[src/rtl/spi_regport_pkg.sv]
package spi_regport_pkg;
  localparam int LOC_W  = 16;
  localparam int BYTE_W = 8;

  typedef enum logic [2:0] {
    PH_IDLE,
    PH_HDR,
    PH_LOC_HI,
    PH_LOC_LO,
    PH_DATA,
    PH_SKIP
  } phase_t;
endpackage

[src/rtl/spi_regport_sync.sv]
module spi_regport_sync #(
  parameter int          W      = 3,
  parameter int          STAGES = 2,
  parameter logic [W-1:0] INIT  = '0
) (
  input  logic         clk,
  input  logic         rst,
  input  logic [W-1:0] d,
  output logic [W-1:0] q,
  output logic [W-1:0] q_prev
);
  logic [W-1:0] stg [STAGES];

  generate
    for (genvar s = 0; s < STAGES; s++) begin : g_stage
      always_ff @(posedge clk) begin
        if (rst) stg[s] <= INIT;
        else if (s == 0) stg[s] <= d;
        else stg[s] <= stg[(s == 0) ? 0 : s-1];
      end
    end
  endgenerate

  always_ff @(posedge clk) begin
    if (rst) q_prev <= INIT;
    else q_prev <= stg[STAGES-1];
  end

  assign q = stg[STAGES-1];
endmodule

[src/rtl/spi_regport_mode.sv]
module spi_regport_mode #(
  parameter int PULSES = 3
) (
  input  logic clk,
  input  logic rst,
  input  logic latch_rise,
  output logic in_mode
);
  localparam int CW = $clog2(PULSES + 1);
  logic [CW-1:0] cnt;

  always_ff @(posedge clk) begin
    if (rst) begin
      cnt     <= '0;
      in_mode <= 1'b0;
    end else if (!in_mode && latch_rise) begin
      if (cnt == CW'(PULSES - 1)) in_mode <= 1'b1;
      cnt <= cnt + 1'b1;
    end
  end

  assert_mode_sticky_R2: assert property (@(posedge clk) disable iff (rst)
    in_mode |=> in_mode);
  assert_mode_needs_rise_R2: assert property (@(posedge clk) disable iff (rst)
    $rose(in_mode) |-> $past(latch_rise));
endmodule

[src/rtl/spi_regport_engine.sv]
module spi_regport_engine
  import spi_regport_pkg::*;
#(
  parameter logic [5:0] DEV_HI = 6'd0
) (
  input  logic              clk,
  input  logic              rst,
  input  logic              in_mode,
  input  logic              dev_sel,
  input  logic              latch_fall,
  input  logic              latch_rise,
  input  logic              clk_rise,
  input  logic              clk_fall,
  input  logic              din,
  output logic              dout,
  output logic              dout_en,
  output logic [LOC_W-1:0]  bus_addr,
  output logic [BYTE_W-1:0] bus_wdata,
  output logic              bus_we,
  output logic              bus_re,
  input  logic [BYTE_W-1:0] bus_rdata
);
  phase_t              phase;
  logic [2:0]          bitcnt;
  logic [BYTE_W-1:0]   shreg;
  logic [BYTE_W-1:0]   nxt;
  logic [BYTE_W-2:0]   txsh;
  logic [LOC_W-1:0]    loc;
  logic                is_rd;
  logic [6:0]          my_addr;

  assign nxt     = {shreg[BYTE_W-2:0], din};
  assign my_addr = {DEV_HI, dev_sel};

  always_ff @(posedge clk) begin
    if (rst) begin
      phase     <= PH_IDLE;
      bitcnt    <= '0;
      shreg     <= '0;
      txsh      <= '0;
      loc       <= '0;
      is_rd     <= 1'b0;
      dout      <= 1'b0;
      dout_en   <= 1'b0;
      bus_addr  <= '0;
      bus_wdata <= '0;
      bus_we    <= 1'b0;
      bus_re    <= 1'b0;
    end else begin
      bus_we <= 1'b0;
      bus_re <= 1'b0;
      if (latch_rise) begin
        phase   <= PH_IDLE;
        dout_en <= 1'b0;
      end else if (latch_fall && in_mode) begin
        phase   <= PH_HDR;
        bitcnt  <= '0;
        is_rd   <= 1'b0;
        dout_en <= 1'b0;
      end else if (clk_rise && phase != PH_IDLE && phase != PH_SKIP) begin
        shreg  <= nxt;
        bitcnt <= bitcnt + 1'b1;
        if (bitcnt == 3'd7) begin
          unique case (phase)
            PH_HDR: begin
              if (nxt[7:1] == my_addr) begin
                is_rd <= nxt[0];
                phase <= PH_LOC_HI;
              end else begin
                phase <= PH_SKIP;
              end
            end
            PH_LOC_HI: begin
              loc[LOC_W-1:BYTE_W] <= nxt;
              phase               <= PH_LOC_LO;
            end
            PH_LOC_LO: begin
              loc   <= {loc[LOC_W-1:BYTE_W], nxt};
              phase <= PH_DATA;
              if (is_rd) begin
                bus_addr <= {loc[LOC_W-1:BYTE_W], nxt};
                bus_re   <= 1'b1;
              end
            end
            PH_DATA: begin
              loc <= loc + 1'b1;
              if (is_rd) begin
                bus_addr <= loc + 1'b1;
                bus_re   <= 1'b1;
              end else begin
                bus_addr  <= loc;
                bus_wdata <= nxt;
                bus_we    <= 1'b1;
              end
            end
            default: ;
          endcase
        end
      end else if (clk_fall && phase == PH_DATA && is_rd) begin
        dout_en <= 1'b1;
        if (bitcnt == 3'd0) begin
          dout <= bus_rdata[BYTE_W-1];
          txsh <= bus_rdata[BYTE_W-2:0];
        end else begin
          dout <= txsh[BYTE_W-2];
          txsh <= {txsh[BYTE_W-3:0], 1'b0};
        end
      end
    end
  end

  assert_strobe_excl_R11: assert property (@(posedge clk) disable iff (rst)
    !(bus_we && bus_re));
  assert_we_pulse_R11: assert property (@(posedge clk) disable iff (rst)
    bus_we |=> !bus_we);
  assert_re_pulse_R11: assert property (@(posedge clk) disable iff (rst)
    bus_re |=> !bus_re);
  assert_drive_only_read_R8: assert property (@(posedge clk) disable iff (rst)
    dout_en |-> (phase == PH_DATA && is_rd));
  assert_release_on_latch_R10: assert property (@(posedge clk) disable iff (rst)
    latch_rise |=> !dout_en);
  assert_no_access_outside_mode_R2: assert property (@(posedge clk) disable iff (rst)
    !in_mode |-> !(bus_we || bus_re));
  assert_skip_silent_R3: assert property (@(posedge clk) disable iff (rst)
    (phase == PH_SKIP) |-> !(bus_we || dout_en));
endmodule

[src/rtl/spi_regport.sv]
module spi_regport
  import spi_regport_pkg::*;
#(
  parameter int         MODE_PULSES = 3,
  parameter int         SYNC_STAGES = 2,
  parameter logic [5:0] DEV_HI      = 6'd0
) (
  input  logic        clk,
  input  logic        rst,
  input  logic        dev_sel,
  input  logic        ser_latch_n,
  input  logic        ser_clk,
  input  logic        ser_din,
  output logic        ser_dout,
  output logic        ser_dout_en,
  output logic        ser_mode,
  output logic [15:0] bus_addr,
  output logic [7:0]  bus_wdata,
  output logic        bus_we,
  output logic        bus_re,
  input  logic [7:0]  bus_rdata
);
  logic [2:0] s_q, s_prev;
  logic       latch_rise, latch_fall, clk_rise, clk_fall;

  spi_regport_sync #(.W(3), .STAGES(SYNC_STAGES), .INIT(3'b010)) u_sync (
    .clk    (clk),
    .rst    (rst),
    .d      ({ser_din, ser_latch_n, ser_clk}),
    .q      (s_q),
    .q_prev (s_prev)
  );

  assign clk_rise   =  s_q[0] && !s_prev[0];
  assign clk_fall   = !s_q[0] &&  s_prev[0];
  assign latch_rise =  s_q[1] && !s_prev[1];
  assign latch_fall = !s_q[1] &&  s_prev[1];

  spi_regport_mode #(.PULSES(MODE_PULSES)) u_mode (
    .clk        (clk),
    .rst        (rst),
    .latch_rise (latch_rise),
    .in_mode    (ser_mode)
  );

  spi_regport_engine #(.DEV_HI(DEV_HI)) u_engine (
    .clk        (clk),
    .rst        (rst),
    .in_mode    (ser_mode),
    .dev_sel    (dev_sel),
    .latch_fall (latch_fall),
    .latch_rise (latch_rise),
    .clk_rise   (clk_rise),
    .clk_fall   (clk_fall),
    .din        (s_q[2]),
    .dout       (ser_dout),
    .dout_en    (ser_dout_en),
    .bus_addr   (bus_addr),
    .bus_wdata  (bus_wdata),
    .bus_we     (bus_we),
    .bus_re     (bus_re),
    .bus_rdata  (bus_rdata)
  );
endmodule

[config.mk]
export PLATFORM = sky130hd
export DESIGN_NAME = spi_regport
export DESIGN_NICKNAME = d
export VERILOG_FILES = /design/src/rtl/spi_regport_pkg.sv /design/src/rtl/spi_regport_sync.sv /design/src/rtl/spi_regport_mode.sv /design/src/rtl/spi_regport_engine.sv /design/src/rtl/spi_regport.sv
export SDC_FILE = /design/constraint.sdc
export NUM_CORES = 1
export LEC_CHECK = 0
export ABC_CLOCK_PERIOD_IN_PS = 6300
export BUFFER_PORTS_ARGS = -buffer_cell sky130_fd_sc_hd__buf_2
export CORE_MARGIN = 5
export CORE_UTILIZATION = 41
export DETAILED_ROUTE_END_ITERATION = 12
export MAX_ROUTING_LAYER = met4
export SYNTH_ARGS = -nofsm -noshare
export SYNTH_HDL_FRONTEND = slang
export SYNTH_HIERARCHICAL = 1
export SYNTH_SLANG_ARGS = --single-unit
export TNS_END_PERCENT = 30
[constraint.sdc]
create_clock -name clk -period 6.3 [get_ports clk]
set_clock_uncertainty 0.2 [all_clocks]
set_input_delay 0.945 -clock clk [delete_from_list [all_inputs] [get_ports clk]]
set_output_delay 0.945 -clock clk [all_outputs]
set_load 0.03 [all_outputs]
==> metrics.cfg, run 1 <==
[timing]
period_needed_ns = 3.25
finalCritPeriodShare = 0.516
fin_ws_ns = 3.05
finalMaxSlewViolations = 0
final-hold-violation-count = 0
fmax_mhz = 307
finalSetupTns_ns = 0
setup_viol = 0
slew_headroom = 0.301
worstMarginPinSlew_ns = 1.04
rsz0062_at_grt = no

[layout]
nets = 495
layout-drive-gt1-share = 0.179
antennaDiodeCount = 0
syn2layout_area_growth_pct = 11.9
finish.utilization = 0.474

[worst_setup_path]
cp-end-kind = register
critical_path.cell_chain = buf_2 > buf_4 > clkinv_1 > o21ai_0 > a2111oi_0 > a31o_2
worstPathArrival_ns = 3.30
reg2regPathDepth = 4
crit_type = primary input to register
worstSetupStartpointType = primary input
crit_required_ns = 6.34
critPathMaxStageDelay_ns = 1.02
worst-path-max-fanout = 62
crit_slowest_cell = clkinv_1

[routing]
vias = 3505
dr_wl_met2_um = 4710
wl_met3_um = 530
dr.max_layer_used = met4
firstDrtPassIters = 4
via_per_inst = 5.75
drt_iter0_markers = 226
post_drt_wl_per_cell_um = 16.6
routed_wl_um = 10100
drcViolationCount = 0
drt-met1-wl_um = 4750
postRouteAntennaNets = 0

[place]
port_buffers = 42
place_congestion = 0.893
dpl.hpwl_um = 6680
dp_slack_ns = 2.76

[yosys]
synth_nets = 475
ys_warn_count = 6
syn_inst = 456
avgSynthCellArea_um2 = 8.65
synth_area_um2 = 3950

[global_route]
first_global_vias = 3320
track_usage = 0.185
grt_max_degree = 63
antenna_found_initial = 0
grt-ovfl-total = 0
grt_pass1_wl_um = 16900

[clock_tree]
cts_buffers = 9
clock_sinks = 76
postCtsSetupBuffers = 0
cts_root_buf = clkbuf_8
clk_latency_ns = 0.35
cts_tree = done
cts_htree_levels = 3
clockBufferDepth = 2
cts_resized = 0
path_clk_slew_ns = 0.09
hold_buffers = 0

[hold_path]
holdPathStages = 1
hold_class = register to register

[power_and_ir_drop]
power.total_uw = 928
ir_drop_mv = 0.107
p_per_area_nw_per_um2 = 210
p_leak_uw = 0.00162

[die]
die_w_um = 108
num_rows = 35
initial_core_util = 0.423
die_h_um = 108
die_area_um2 = 11700
io_pins = 43
core_area_um2 = 9330

[run_status]
status = finished, final reports clean

[job]
cap_violations = 0

flip-flops by register name, summed over array words and instances (netlist names), 2 cells and up:
register / count
u_engine/txsh: 7
u_engine/bus_wdata: 8
u_engine/bitcnt: 3
u_engine/shreg: 7
u_engine/phase: 3
u_mode/cnt: 2
u_engine/bus_addr: 16
u_sync/stg: 6
u_sync/q_prev: 2
u_engine/loc: 16
placed cells by master (no fill, tap or decap), types with 6 or more instances in the layout:
master,count
a211oi_1,17
a21oi_1,31
and2_1,6
buf_2,42
buf_4,6
clkbuf_8,9
dfxtp_1,76
inv_1,9
mux2i_1,26
nand2_1,43
nand3_1,9
nand4_1,10
nor2_1,28
nor2b_1,9
nor3_1,8
nor4_1,8
o21ai_0,21
o2bb2ai_1,6
o31ai_1,7
or3_1,8
layout make-up:
type	instances	area (µm²)
Tap cell	129	161
Multi-Input combinational cell	331	2220
Sequential cell	76	1520
Timing Repair Buffer	48	255
Clock buffer	9	124
Fill cell	917	4910
Inverter	10	37.5
Clock inverter	7	98.8
metrics by stage:
step	instance area, µm²	hold slack, ns	instances
3_3_place_gp	4190	0.186	594
3_5_place_dp	4190	0.207	594
4_1_cts	4420	0.226	610
2_1_floorplan	3950	0.183	456
6_report	4420	0.216	610
5_1_grt	4420	0.240	610
final timing paths:
kind	startpoint	end	slack, ns
setup / recovery	rst	u_engine/bus_addr[3]	3.05
hold / removal	u_sync/stg[0][1]	u_sync/stg[1][1]	0.22
setup reg to reg	u_engine/is_rd	u_engine/bus_addr[13]	3.62
hold reg to reg	u_sync/stg[0][1]	u_sync/stg[1][1]	0.22
layer usage:
metal,track usage,vias up
met5,-,-
met4,0.0586,0
li1,-,1723
met3,0.0328,10
met1,0.250,1680
met2,0.282,92
power by group:
part	leakage, µW	total [µW]	internal, µW	switching, µW
sequential	0.000613	483	482	1.13
combinational	0.000892	23.4	8.25	15.2
clock	0.000110	421	226	195
total	0.00162	928	716	211
critical path, delay by kind of cell:
kind | cells | cell delay [ns]
buffers and inverters | 3 | 1.61
AOI/OAI and AO/OA | 3 | 0.69
(Power assumes the default switching activity.)
==> run 2: changes to the inputs <==
- ABC_CLOCK_PERIOD_IN_PS: 6300 -> 3100
- clock period: 6.3 -> 3.1 ns (I/O delays scaled with it)
==> run 2 against run 1 <==
- sequential power up 100%
- critical path depth down 2
- non-clock buffer count up 4
- sequential share of layout area about the same
- global-route usage down 0.11 points
- sequential cell count unchanged
- cell count up 0.66%
- via count down 0.34%
- design area down 0.11%
- clock power up 74%
==> metrics.cfg, run 2 (synthesis gave the netlist of run 1 again) <==
[run_status]
status = finished, final reports clean

[die]
die_h_um = 108
num_rows = 35
die_w_um = 108
initial_core_util = 0.423
core_area_um2 = 9330
die_area_um2 = 11700
io_pins = 43

[power_and_ir_drop]
power_frac_clock = 0.415
power.internal_uw = 1310
p_per_area_nw_per_um2 = 400
comb_power_share = 0.028
power_frac_seq = 0.557
p_switching_uw = 456
switching_share = 0.258
power.total_uw = 1760
ir_drop_mv = 0.255
p_leak_uw = 0.00162

[hold_path]
hold_path.startpoint = ser_latch_n
hold_class = primary input to register

[timing]
fmax_mhz = 411
period_needed_ns = 2.44
rsz0062_at_grt = no
setup_viol = 0
final-hold-violation-count = 0
finalSetupTns_ns = 0
finalMaxSlewViolations = 0
fin_ws_ns = 0.664
worstMarginPinSlew_ns = 0.956
slew_headroom = 0.361
finalCritPeriodShare = 0.786

[place]
place_area_um2 = 4220
dpl.hpwl_um = 6820
place_congestion = 0.867
port_buffers = 42
dp_slack_ns = 0.690
dp_cells = 598

[layout]
largestRegisters = u_engine/bus_addr: 16 flops, u_engine/loc: 16 flops, u_engine/bus_wdata: 8 flops
layout_common_cells = dfxtp_1 (76), nand2_1 (43), buf_2 (42)
final_cell_area_um2 = 4410
nets = 499
antennaDiodeCount = 0
final_common_cell = dfxtp_1
nFillCells = 924
layout-drive-gt1-share = 0.186
syn2layout_area_growth_pct = 11.8
register_area_um2 = 1520
multi_input_area_um2 = 2220
fin_cells = 614

[routing]
post_drt_wl_per_cell_um = 16.2
drt_iter0_markers = 209
firstDrtPassIters = 4
vias = 3493
via_per_inst = 5.69
postRouteAntennaNets = 0
drcViolationCount = 0
routed_wl_um = 9950

[worst_setup_path]
worstPathArrival_ns = 2.54
worstSetupStartpointType = register
cp-end-kind = register
critPathMaxStageDelay_ns = 0.57
critical_path.cell_chain = or3b_1 > a211o_1 > a2111oi_0 > a31o_2
crit_slowest_cell = dfxtp_1
setup.worst_path.start = u_engine/phase[2]
crit_required_ns = 3.20
worst-path-max-fanout = 19
r2r_start = u_engine/phase[2]
crit_type = register to register

[clock_tree]
hold_buffers = 0
path_clk_slew_ns = 0.09
cts_root_buf = clkbuf_8
cts_buffers = 9
postCtsSetupBuffers = 0
clk_latency_ns = 0.36
clockBufferDepth = 2
cts_tree = done
cts_htree_levels = 3
clock_sinks = 76
cts_resized = 0

[global_route]
grt_max_degree = 54
track_usage = 0.184
antenna_found_initial = 0
first_global_vias = 3222
grt_pass1_wl_um = 16600
grt-ovfl-total = 0

[job]
cap_violations = 0

## run 2: power by group through the flow
| stage | sequential, µW | combinational (µW) | clock [µW] |
|---|---|---|---|
| 3_5_place_dp | 1010 | 49.4 | 0 |
| 2_1_floorplan | 1000 | 29.7 | 0 |
| 5_1_grt | 983 | 54.4 | 801 |
| 3_3_place_gp | 1010 | 48.6 | 0 |
| 6_report | 982 | 48.7 | 733 |
| 4_1_cts | 983 | 49.5 | 754 |
## run 2: worst max-delay path, delay by kind of cell (launching register included)
kind | cells | cell delay [ns]
AO/OA/AOI/OAI | 3 | 1.16
flip-flops | 1 | 0.57
AND/OR/NAND/NOR | 1 | 0.45
## run 2: path summary, 6_finish.rpt
check                         end  slack [ns]  cells past startpoint
min              u_sync/stg[0][1]        0.08                      2
max reg2reg  u_engine/bus_addr[3]        0.66                      4
min reg2reg      u_sync/stg[1][1]        0.21                      1
max          u_engine/bus_addr[3]        0.66                      4
## run 2: layer usage
layer | GRT usage | routed length (µm) | vias to the layer above | part of all wire
met5 | - | 0 | - | 0
met4 | 0.0505 | 172 | 0 | 0.017
met3 | 0.0472 | 468 | 15 | 0.047
met2 | 0.268 | 4520 | 79 | 0.45
met1 | 0.252 | 4790 | 1656 | 0.48
li1 | - | - | 1743 | -
## run 2: cell type report
cell class / instances / share of cell area
clock inverter: 7 / 0.0145
inverter: 10 / 0.00851
timing repair buffer: 52 / 0.0647
multi-input combinational: 331 / 0.503
tap: 129 / 0.0366
clock buffer: 9 / 0.0281
sequential: 76 / 0.345
## run 2: metrics by stage
step                       util  hold slack [ns]
after floorplan               -            0.183
after global placement    0.453            0.187
after detailed placement  0.453            0.189
after CTS                 0.473           0.0608
after global routing      0.473           0.0567
final                     0.473           0.0791
==> run 3: changes to the inputs <==
- ABC_AREA: not set -> 1
- ABC_CLOCK_PERIOD_IN_PS: 3100 -> 2350
- clock period: 3.1 -> 2.35 ns (I/O delays scaled with it)
==> run 3 against run 2 <==
- routed wire length decreased by 2.1%
- utilization up 1.2 points
- design area rose by 2.2%
- power rose by 52%
- sequential cell count unchanged
- via count grew 8.6%
- area after synthesis decreased by 1.0%
- synthesized cell count is 30% higher
- critical path type unchanged
- critical endpoint is now u_engine/loc[1]
- largest cell class unchanged
==> metrics.cfg, run 3 <==
[run_status]
status = finished, final reports clean

[layout]
layout-drive-gt1-share = 0.131
antennaDiodeCount = 0
final_cell_area_um2 = 4510
fin_cells = 772
syn2layout_area_growth_pct = 15.4
layout_common_cells = nand2_1 (167), nor2_1 (79), inv_1 (77)
largestRegisters = u_engine/bus_addr: 16 flops, u_engine/loc: 16 flops, u_engine/bus_wdata: 8 flops
final_common_cell = nand2_1
nets = 657

[global_route]
grt_max_degree = 27
grt_pass1_wl_um = 16500
antenna_found_initial = 0
track_usage = 0.182
first_global_vias = 3449
grt-ovfl-total = 0

[clock_tree]
cts_root_buf = clkbuf_8
cts_buffers = 9
clockBufferDepth = 2
cts_tree = done
clk_latency_ns = 0.35
path_clk_slew_ns = 0.09
clock_sinks = 76
cts_htree_levels = 3
cts_resized = 0

[routing]
via_per_inst = 4.91
drt_iter0_markers = 222
post_drt_wl_per_cell_um = 12.6
postRouteAntennaNets = 0
vias = 3794
routed_wl_um = 9750
drcViolationCount = 0
firstDrtPassIters = 5

[timing]
fmax_mhz = 488
final-hold-violation-count = 0
finalMaxSlewViolations = 0
setup_viol = 0
worstMarginPinSlew_ns = 0.401
finalSetupTns_ns = 0
slew_headroom = 0.732
finalCritPeriodShare = 0.873
period_needed_ns = 2.05
rsz0062_at_grt = no

[yosys]
avgSynthCellArea_um2 = 6.57
synth_area_um2 = 3900
syn_inst = 594
ys_warn_count = 6
synth_nets = 613

[worst_setup_path]
worst-path-max-fanout = 24
critPathMaxStageDelay_ns = 0.39
crit_family = simple AND/OR/NAND/NOR gates
critPathCapture = u_engine/loc[1]
critical_path.cell_chain = inv_1 > nor2_1 > inv_1 > nand2_1 > nor2_8 > nand2_2 > o21ai_0 > a21oi_1
r2r_start = u_sync/stg[1][1]
crit_slowest_cell = nor2_8
reg2reg_slack_ns = 0.30
reg2regPathDepth = 8
crit_cells = 8
setup.worst_path.start = u_sync/stg[1][1]
worstSetupStartpointType = register
crit_required_ns = 2.38
cpMostUsedCell = inv_1
cp-end-kind = register
critical_path_buf_inv_count = 2
crit_type = register to register
worstPathArrival_ns = 2.09
r2r-end = u_engine/loc[1]

[place]
place_congestion = 0.900
dp_cells = 752
place_area_um2 = 4210
port_buffers = 42
dpl.hpwl_um = 6880

[die]
core_area_um2 = 9280
io_pins = 43
initial_core_util = 0.421
num_rows = 35
die_w_um = 108
die_area_um2 = 11600
die_h_um = 108

[power_and_ir_drop]
p_leak_uw = 0.00210
p_per_area_nw_per_um2 = 596
ir_drop_mv = 0.358

[hold_path]
hold_class = primary input to register

[job]
cap_violations = 0

-- run 3: report_power, final --
| part | internal, µW | switching [µW] | total [µW] | leakage, µW |
|---|---|---|---|---|
| logic | 27.4 | 46.2 | 73.6 | 0.00136 |
| registers | 1290 | 3.01 | 1300 | 0.000614 |
| clock network | 815 | 501 | 1320 | 0.000127 |
| total | 2140 | 551 | 2690 | 0.00210 |
-- run 3: final cells by class --
class,count,area (µm²)
Sequential cell,76,1520
Multi-Input combinational cell,416,1950
Clock inverter,6,136
Timing Repair Buffer,52,293
Inverter,83,314
Clock buffer,10,128
Fill cell,971,4780
Tap cell,129,161
-- run 3: how the worst min path moves through the flow --
stage / start / endpoint / slack [ns] / cells past startpoint
finish: bus_rdata[0] / u_engine/txsh[0] / 0.10 / 3
global route: bus_rdata[0] / u_engine/txsh[0] / 0.16 / 3
CTS: bus_rdata[0] / u_engine/txsh[0] / 0.09 / 3
detailed placement: u_sync/stg[0][2] / u_sync/stg[1][2] / 0.19 / 2
global placement: u_sync/stg[0][0] / u_sync/stg[1][0] / 0.19 / 2
floorplan: u_sync/stg[0][1] / u_sync/stg[1][1] / 0.19 / 2
-- run 3: through the flow --
step | hold slack [ns] | util | power (µW) | setup WS (ns)
6_report | 0.102 | 0.485 | 2690 | 0.300
5_1_grt | 0.162 | 0.485 | 2790 | 0.0611
4_1_cts | 0.0944 | 0.485 | 2730 | 0.262
3_5_place_dp | 0.192 | 0.453 | 1400 | 0.279
3_3_place_gp | 0.191 | 0.453 | 1400 | 0.360
2_1_floorplan | 0.186 | - | 1370 | 0.495
-- run 3: repair_timing --
action	4_1_cts	5_1_grt
hold endpoints to repair	3	0
buffers inserted	0	1
hold buffers	3	0
endpoints found under the setup margin	0	1
-- run 3: worst min-delay path, stage by stage --
cell and delay, ns:
buf_2 0.09, a21oi_1 0.11, nor3_1 0.06
-- run 3: routing by layer --
| layer | part of all wire | global-route usage | wire (µm) | vias to the layer above |
|---|---|---|---|---|
| li1 | - | - | - | 1961 |
| met4 | 0.010 | 0.0550 | 97 | 0 |
| met2 | 0.45 | 0.271 | 4420 | 103 |
| met1 | 0.47 | 0.247 | 4610 | 1724 |
| met5 | 0 | - | 0 | - |
| met3 | 0.063 | 0.0402 | 618 | 6 |
